--- config.mk ---
export PLATFORM = sky130hd
export DESIGN_NAME = bist_sig_ctrl
export DESIGN_NICKNAME = d
export VERILOG_FILES = /design/src/rtl/bist_sig_pkg.sv /design/src/rtl/bist_fold.sv /design/src/rtl/bist_misr_step.sv /design/src/rtl/bist_sig_ctrl.sv
export SDC_FILE = /design/constraint.sdc
export NUM_CORES = 1
export LEC_CHECK = 0
export CELL_PAD_IN_SITES_DETAIL_PLACEMENT = 1
export CELL_PAD_IN_SITES_GLOBAL_PLACEMENT = 2
export CORE_UTILIZATION = 31
export CTS_BUF_LIST = sky130_fd_sc_hd__clkbuf_2
export DETAILED_ROUTE_END_ITERATION = 12
export MAX_ROUTING_LAYER = met4
export PLACE_DENSITY = 0.87
export SLEW_MARGIN = 20
export SYNTH_ARGS = -nofsm -noshare
export SYNTH_HDL_FRONTEND = slang
export SYNTH_SLANG_ARGS = --single-unit
export TNS_END_PERCENT = 30
--- constraint.sdc ---
create_clock -name clk_i -period 3.86 [get_ports clk_i]
set_clock_uncertainty 0.1 [all_clocks]
set_input_delay 0.579 -clock clk_i [delete_from_list [all_inputs] [get_ports clk_i]]
set_output_delay 0.579 -clock clk_i [all_outputs]
set_load 0.005 [all_outputs]
--- src/rtl/bist_sig_pkg.sv ---
package bist_sig_pkg;

    localparam int unsigned SIG_W   = 12;
    localparam int unsigned STAT_W  = 16;
    localparam int unsigned SIG_LSB = 3;

    localparam logic [SIG_W-1:0] SIG_SEED = 12'hA5C;
    localparam logic [SIG_W-1:0] SIG_POLY = 12'h053;

    typedef enum logic {
        PH_IDLE = 1'b0,
        PH_RUN  = 1'b1
    } phase_e;

endpackage

--- src/rtl/bist_fold.sv ---
// Compresses a wide sample into OUT_W bits by XOR of zero-padded slices.
module bist_fold #(
    parameter int unsigned DATA_W = 24,
    parameter int unsigned OUT_W  = 12
) (
    input  logic [DATA_W-1:0] data_i,
    output logic [OUT_W-1:0]  fold_o
);
    localparam int unsigned SLICES = (DATA_W + OUT_W - 1) / OUT_W;
    localparam int unsigned PAD_W  = SLICES * OUT_W;

    logic [PAD_W-1:0] padded;
    logic [OUT_W-1:0] acc [0:SLICES];

    assign padded = PAD_W'(data_i);
    assign acc[0] = '0;

    for (genvar g = 0; g < SLICES; g++) begin : g_slice
        assign acc[g+1] = acc[g] ^ padded[g*OUT_W +: OUT_W];
    end

    assign fold_o = acc[SLICES];
endmodule

--- src/rtl/bist_misr_step.sv ---
// One combinational step of a shift-left MISR with feedback polynomial POLY.
module bist_misr_step #(
    parameter int unsigned          SIG_W = 12,
    parameter logic [SIG_W-1:0]     POLY  = 12'h053
) (
    input  logic [SIG_W-1:0] sig_i,
    input  logic [SIG_W-1:0] in_i,
    output logic [SIG_W-1:0] sig_o
);
    logic [SIG_W-1:0] feedback;

    assign feedback = sig_i[SIG_W-1] ? POLY : '0;
    assign sig_o    = {sig_i[SIG_W-2:0], 1'b0} ^ feedback ^ in_i;
endmodule

--- src/rtl/bist_sig_ctrl.sv ---
module bist_sig_ctrl
    import bist_sig_pkg::*;
#(
    parameter int unsigned DATA_W = 24,
    parameter int unsigned LEN_W  = 16
) (
    input  logic              clk_i,
    input  logic              rst_ni,
    input  logic              test_mode_i,
    input  logic              upd_ch0_i,
    input  logic              upd_mask15_i,
    input  logic [LEN_W-1:0]  test_len_i,
    input  logic [DATA_W-1:0] dp_data_i,
    input  logic              dp_valid_i,
    output logic [STAT_W-1:0] status_o
);
    typedef struct packed {
        phase_e            phase;
        logic              valid;
        logic              arm_prev;
        logic [SIG_W-1:0]  sig;
        logic [LEN_W-1:0]  cnt;
    } state_t;

    state_t state_d, state_q;

    logic             start;
    logic             arm_rise;
    logic             running;
    logic             cnt_zero;
    logic [SIG_W-1:0] folded;
    logic [SIG_W-1:0] sig_step;

    bist_fold #(
        .DATA_W (DATA_W),
        .OUT_W  (SIG_W)
    ) fold_i (
        .data_i (dp_data_i),
        .fold_o (folded)
    );

    bist_misr_step #(
        .SIG_W (SIG_W),
        .POLY  (SIG_POLY)
    ) misr_i (
        .sig_i (state_q.sig),
        .in_i  (folded),
        .sig_o (sig_step)
    );

    assign start    = test_mode_i & upd_ch0_i & upd_mask15_i;
    assign arm_rise = test_mode_i & ~state_q.arm_prev;
    assign running  = (state_q.phase == PH_RUN);
    assign cnt_zero = (state_q.cnt == '0);

    always_comb begin
        state_d          = state_q;
        state_d.arm_prev = test_mode_i;

        if (start) begin
            state_d.phase = PH_RUN;
            state_d.sig   = SIG_SEED;
            state_d.cnt   = test_len_i;
        end else if (!test_mode_i) begin
            state_d.phase = PH_IDLE;
        end else if (running) begin
            if (cnt_zero) begin
                state_d.phase = PH_IDLE;
                state_d.valid = 1'b1;
            end else if (dp_valid_i) begin
                state_d.sig = sig_step;
                state_d.cnt = state_q.cnt - LEN_W'(1);
            end
        end

        if (upd_ch0_i || arm_rise) begin
            state_d.valid = 1'b0;
        end
    end

    always_ff @(posedge clk_i or negedge rst_ni) begin
        if (!rst_ni) begin
            state_q <= '{phase: PH_IDLE, valid: 1'b0, arm_prev: 1'b0,
                         sig: '0, cnt: '0};
        end else begin
            state_q <= state_d;
        end
    end

    assign status_o = {state_q.valid, state_q.sig, {SIG_LSB{1'b0}}};

endmodule

==> results of run 1 <==
## kinds of logic after synthesis
group,after synthesis
and+or+nand+nor,75
xor gates and xnor gates,35
AOI/OAI and AO/OA,31
DFF,31
buffers and inverters,30
muxes,5
adders and majority gates,1
other,1
## cells in the final DEF, fill, tap and decap left out, drive strengths merged, types with 3 or more instances in the layout
cell,n
nor4,5
o211ai,7
or3,7
a31oi,5
or4,5
clkdlybuf4s50,58
xnor2,28
nor2,14
nor3,6
clkbuf,5
nand3,9
dfrtp,31
xor2,7
conb,3
mux2i,5
nand2,20
inv,3
o21ai,12
## area by class of cell
| cell class | instances | area (um2) |
|---|---|---|
| multi-input cells | 150 | 1000 |
| flip-flops and latches | 31 | 776 |
| clock inverters | 2 | 8.76 |
| repair buffers | 60 | 596 |
| inverters | 3 | 11.3 |
| fillers | 704 | 3510 |
| well taps | 75 | 93.8 |
| clock buffers | 5 | 25.0 |
## state kept, by name, summed over array words and instances (netlist names)
register	count
state_q	17
running	1
status_o	13
## critical path: cells and delay by family
family                 cells  cell delay [ns]
buffers and inverters      1             0.59
AOI/OAI and AO/OA          1             0.17
and+or+nand+nor            4             1.54
## power by group through the flow
stage / combinational, mW / clock, mW / sequential, mW
global placement: 0.313 / 0 / 0.455
global route: 0.350 / 0.171 / 0.462
finish: 0.314 / 0.150 / 0.450
detailed placement: 0.320 / 0 / 0.456
floorplan: 0.227 / 0 / 0.434
CTS: 0.321 / 0.159 / 0.451
## metal layers
| metal | share of wire (%) | vias to the layer above | global-route usage [%] |
|---|---|---|---|
| li1 | - | 789 | - |
| met1 | 47 | 738 | 19.1 |
| met2 | 45 | 52 | 23.5 |
| met3 | 6.8 | 6 | 4.56 |
| met4 | 0.92 | 0 | 4.74 |
| met5 | 0 | - | - |
## through the flow
| stage | total power, mW | setup WS [ns] |
|---|---|---|
| final | 0.914 | 1.18 |
| after global routing | 0.982 | 1.00 |
| after CTS | 0.931 | 1.18 |
| after detailed placement | 0.777 | 0.799 |
| after global placement | 0.768 | 0.871 |
| after floorplan | 0.662 | 1.47 |
## final timing paths
path	from	end	slack, ns
max in group asynchronous	rst_ni	state_q[4]$_DFFE_PN0P_	2.88
max reg2reg	state_q[0]$_DFFE_PN0P_	status_o[11]$_DFFE_PN0P_	1.20
min in group asynchronous	rst_ni	status_o[9]$_DFFE_PN0P_	0.49
min reg2reg	state_q[28]$_DFF_PN0_	status_o[15]$_DFFE_PN0P_	0.47
min	state_q[28]$_DFF_PN0_	status_o[15]$_DFFE_PN0P_	0.47
max	test_mode_i	state_q[9]$_DFFE_PN0P_	1.18
==> impl_results.md, run 1 <==
- Status: complete, no violations
- PostCTS Resize Cnt: 0
- Crit path DAT: ~2.9 ns
- Cts-stage hold buffer count: 0
- Vias in the first global route: roughly 1,600
- Router iterations before antenna repair: 4
- VDD IR max: between 0.1 and 0.15 mV
- Max incr delay on CP: between 0.5 and 0.6 ns
- Detailed Place HPWL: 3290 um
- CP Launch Type: primary input
- EDFF count, synth: 0
- Clock network fraction of total power: between 15 and 20%
- Async S/R FF share, synth: 100%
- DR vias: 1,585
- CP cell instances: clkdlybuf4s50_1 > and3_1 > nand4_1 > or3_1 > or3_2 > a31oi_1
- Sequential share of power: about half
- Die area: roughly 6700 um2
- I/O pin count: 62
- Hold Worst Slack: 0.468 ns
- Detailed Route WL: around 4400 um
- WL per Instance: about 13 um
- Clk Latency, worst-skew pair: 0.37 ns
- CTS Buf Count: 5
- Setup crit end kind: flip-flop
- Cell Pwr Density: 364 nW/um2
- Slew margin rel.: between 40% and 50%
- CORE AREA: 6030 um2
- Setup-failing EPs final: 0
- Internal: ~0.6 mW
- Avg Cell Area, Syn: roughly 9.5 um2
- Cells after Synth: between 200 and 250
- Initial Utilization: between 30% and 40%
- Synth Warn #: 0
- Slowest cell on crit path: clkdlybuf4s50_1
- Post-CTS repair timing setup buffer count: 0
- Ys flop type: dfrtp_1
- Post-Synth Adder-Cell Area: 0.632%
- GP Congestion: between 0.7 and 0.8
- Placed cells: ~320
- Minimum clock period: ~2.7 ns
- Max frequency: about 0.37 GHz
- Post-Synth XOR/XNOR Area: between 10% and 20%
- RSZ-0062 raised after global routing: false
- Largest family of logic cells by synthesized area: simple AND/OR/NAND/NOR gates
- Nets: approximately 300
- Root Buffer: clkbuf_2
- Port bufs: 58
- Via density: 4.86
- Final worst path period share: a little over two thirds
- Fraction of layout cells with a size suffix above 1: under 10%
- Finished Layout Cells: 326
- Initial DRC Count: between 50 and 60
- Ant. Diodes: 0
- Global-route wire length before repair: between 7000 and 8000 um
- CTS tree: yes
- Sw Pwr: 0.306 mW
- Clk slew on worst S/H paths: 0.15 ns
- Combinational power share: between 30% and 40%
- Post-layout util: 41.7%
- Final Hold Vio Count: 0
- Hold WC Path Type: reg2reg
- Gr usage total: about 15%
- Total clock sinks: 31
- Crit Path Category: in2reg
- Yosys top cell area share: between 30% and 40%
- Hold depth: 2
- ANT nets after route: 0
- Area grow syn2layout: 26.9%
- Top-count cell post-synth: dfrtp_1
- Multiplexer share of the synthesized area: under 10%
- Maximum number of pins on one net before global-route repair: 32
- Data required time of the worst path: 4.06 ns
- Area after DPL: roughly 2500 um2
- Max cap viols: 0
- Worst-margin pin slew: 0.852 ns
- Post-route cell area: around 2500 um2
- Die Ht: slightly above 80 um
- # H-tree levels: 2
- Row cnt: 28
- Most area-consuming cells after synthesis: dfrtp_1 39%, xnor2_1 12%, buf_4 6.4%, nand2_1 3.6%, xor2_1 3.1%
- Final Max Tran Viols: 0
- #FFs+latches synth: 31
- Remaining DRCs: 0
- Synth Area in Compound Gates: slightly below 10%
- Initial antenna violation count: 0
- Final TNS setup: 0 ns
- Grt ovf: 0
- Synth cell count leaders: 31 x dfrtp_1, 28 x xnor2_1, 19 x nand2_1
- Synthesized area: 1980 um2
- Die Wd: around 80 um
- Switching Fraction: 33.4%
- R2R depth: 7
- Register area share after synthesis: around two fifths
- Synth area leader: dfrtp_1
- Synth unique cells: 40
- Crit-path max FO: 8
- Static leakage: about 0.98 nW
- Simple logic cell fraction of the synthesized area: 21.5%
- Clk buf depth: 2
(Power assumes the default switching activity.)
==> run 2, diff against run 1 <==
- CORE_UTILIZATION: 31 -> 26
- PLACE_DENSITY: 0.87 -> 0.78
- clock period: 3.86 -> 2.44 ns (I/O delays scaled with it)
==> impl_results.md, run 2 (synthesis gave the netlist of run 1 again) <==
- # H-tree levels: 2 (unchanged)
- Clk slew on worst S/H paths: 0.15 ns (about the same)
- Slowest cell on crit path: or4_4
- Hold WC Path Type: in2async
- Commonest non-fill, non-tap cell in the layout: clkdlybuf4s50_1
- Final Hold Vio Count: 0 (unchanged)
- Crit path DAT: 2.56 ns (-0.32 ns)
- Status: complete, no violations
- CTS Buf Count: 5 (unchanged)
- I/O pin count: 62 (unchanged)
- WL per Instance: 13.7 um (+2.3%)
- Port bufs: 58 (unchanged)
- Setup crit end kind: flip-flop
- CP cell instances: or4_4 > or2_1 > or3_4 > or3_1 > nand3_1
- Via density: 4.47 (-8.1%)
- DR vias: 1,631 (+2.9%)
- Setup crit start: state_q[9]$_DFFE_PN0P_
- Largest register by flop count: state_q
- Max cap viols: 0 (unchanged)
- Gr usage total: 14.3% (-0.94 points)
- Vias in the first global route: 1,737 (+6.2%)
- Die Ht: 89.3 um (+9.0%)
- Detailed Route WL: 4990 um (+15%)
- Ant. Diodes: 0 (unchanged)
- Max incr delay on CP: 0.57 ns (-0.02 ns)
- Global-route wire length before repair: 8350 um (+12%)
- Clock network fraction of total power: 16.2% (-0.2 points)
- Area grow syn2layout: 34.8%
- Total clock sinks: 31 (unchanged)
- Root Buffer: clkbuf_2
- CORE AREA: 7290 um2 (+21%)
- Nets: 312 (+4.7%)
- Row cnt: 31 (+11%)
- Remaining DRCs: 0 (unchanged)
- Fraction of layout cells with a size suffix above 1: 13.2% (+6.4 points)
- Crit Path Category: reg2reg
- Cts-stage hold buffer count: 0 (unchanged)
- Max frequency: ~0.43 GHz
- Initial DRC Count: 53 (-8.6%)
- Internal: 1.01 mW (+65%)
- Static leakage: 1.05 nW (+7.1%)
- Die Wd: 89.3 um (+9.0%)
- Initial antenna violation count: 0 (unchanged)
- VDD IR max: 0.189 mV (+48%)
- Router iterations before antenna repair: 3 (-1)
- Clk buf depth: 2 (unchanged)
- Sw Pwr: 0.506 mW (+66%)
- CP Launch Type: flip-flop
- Setup-failing EPs final: 0 (unchanged)
- Crit-path max FO: 5 (-3)
- Tot Pwr: 1.51 mW (+65%)
- Sequential share of power: 47.2% (-2.0 points)
- Max reg flops: 17 (unchanged)
- Switching Fraction: 33.5% (about the same)
- Minimum clock period: roughly 2.3 ns
- Final TNS setup: 0 ns (unchanged)
- Initial Utilization: 27.1% (-5.7 points)
- RSZ-0062 raised after global routing: false
- Clk Latency, worst-skew pair: 0.37 ns (about the same)
- GP Congestion: 0.762 (+7.2%)
- Reg2reg start: state_q[9]$_DFFE_PN0P_
- Die area: 7970 um2 (+19%)
- Combinational power share: 36.6% (+2.2 points)
- Final worst path period share: 95.8%
- Detailed Place HPWL: 3870 um (+18%)
- CTS tree: yes
- Final Max Tran Viols: 0 (unchanged)
- ANT nets after route: 0 (unchanged)
- Most frequent cells in the layout: 58 x clkdlybuf4s50_1, 31 x dfrtp_1, 28 x xnor2_1, 19 x nand2_1, 16 x buf_4
- Cell Pwr Density: 567 nW/um2 (+56%)
- Maximum number of pins on one net before global-route repair: 32 (unchanged)
- Grt ovf: 0 (unchanged)
- Data required time of the worst path: 2.66 ns (-1.40 ns)
run 2: layout make-up:
class / instances / area (um2)
well taps: 99 / 124
flip-flops and latches: 31 / 776
inverters: 3 / 11.3
repair buffers: 74 / 701
clock inverters: 2 / 7.51
fillers: 879 / 4620
multi-input cells: 150 / 1020
clock buffers: 6 / 30.0
run 2: timing repair:
item                       in CTS  in global routing
pin swaps                       0                  2
setup buffers                   0                  2
resized for setup               1                  6
setup endpoints to repair      11                 11
hold endpoints to repair        0                  0
run 2: power by group through the flow:
stage	clock [mW]	sequential (mW)	combinational, mW
floorplan	0	0.687	0.360
global placement	0	0.721	0.530
detailed placement	0	0.722	0.542
CTS	0.258	0.715	0.544
global route	0.274	0.729	0.616
finish	0.245	0.714	0.553
run 2: per-stage QoR:
stage                     hold slack (ns)  setup WS (ns)  instance area (um2)  cells  utilization (%)
after floorplan                   -0.0296         0.0486                 1990    211                -
after global placement              0.408        -0.0194                 2600    355             35.6
after detailed placement            0.430        -0.0788                 2600    355             35.6
after CTS                           0.254         0.0392                 2640    363             36.2
after global routing                0.265         0.0275                 2670    365             36.6
final                               0.269          0.102                 2670    365             36.6
run 2: worst max-delay path: cells and delay by family, from the launching register on:
kind	cells	cell delay, ns
flops	1	0.43
simple gates	5	1.75
run 2: routing by layer:
metal | wire (um) | vias up | part of all wire, % | track usage, %
met1 | 2380 | 756 | 48 | 18.3
met5 | 0 | - | 0 | -
met3 | 279 | 7 | 5.6 | 4.16
met2 | 2280 | 49 | 46 | 22.3
met4 | 53 | 0 | 1.1 | 3.46
li1 | - | 819 | - | -
run 2: path summary, 6_finish.rpt:
kind	end	slack, ns	cells past startpoint
max	state_q[12]$_DFFE_PN0P_	0.10	5
min	state_q[7]$_DFFE_PN0P_	0.27	2
max reg2reg	state_q[12]$_DFFE_PN0P_	0.10	5
min reg2reg	status_o[15]$_DFFE_PN0P_	0.47	2
max in group asynchronous	state_q[13]$_DFFE_PN0P_	1.68	2
min in group clk_i	state_q[10]$_DFFE_PN0P_	0.43	3
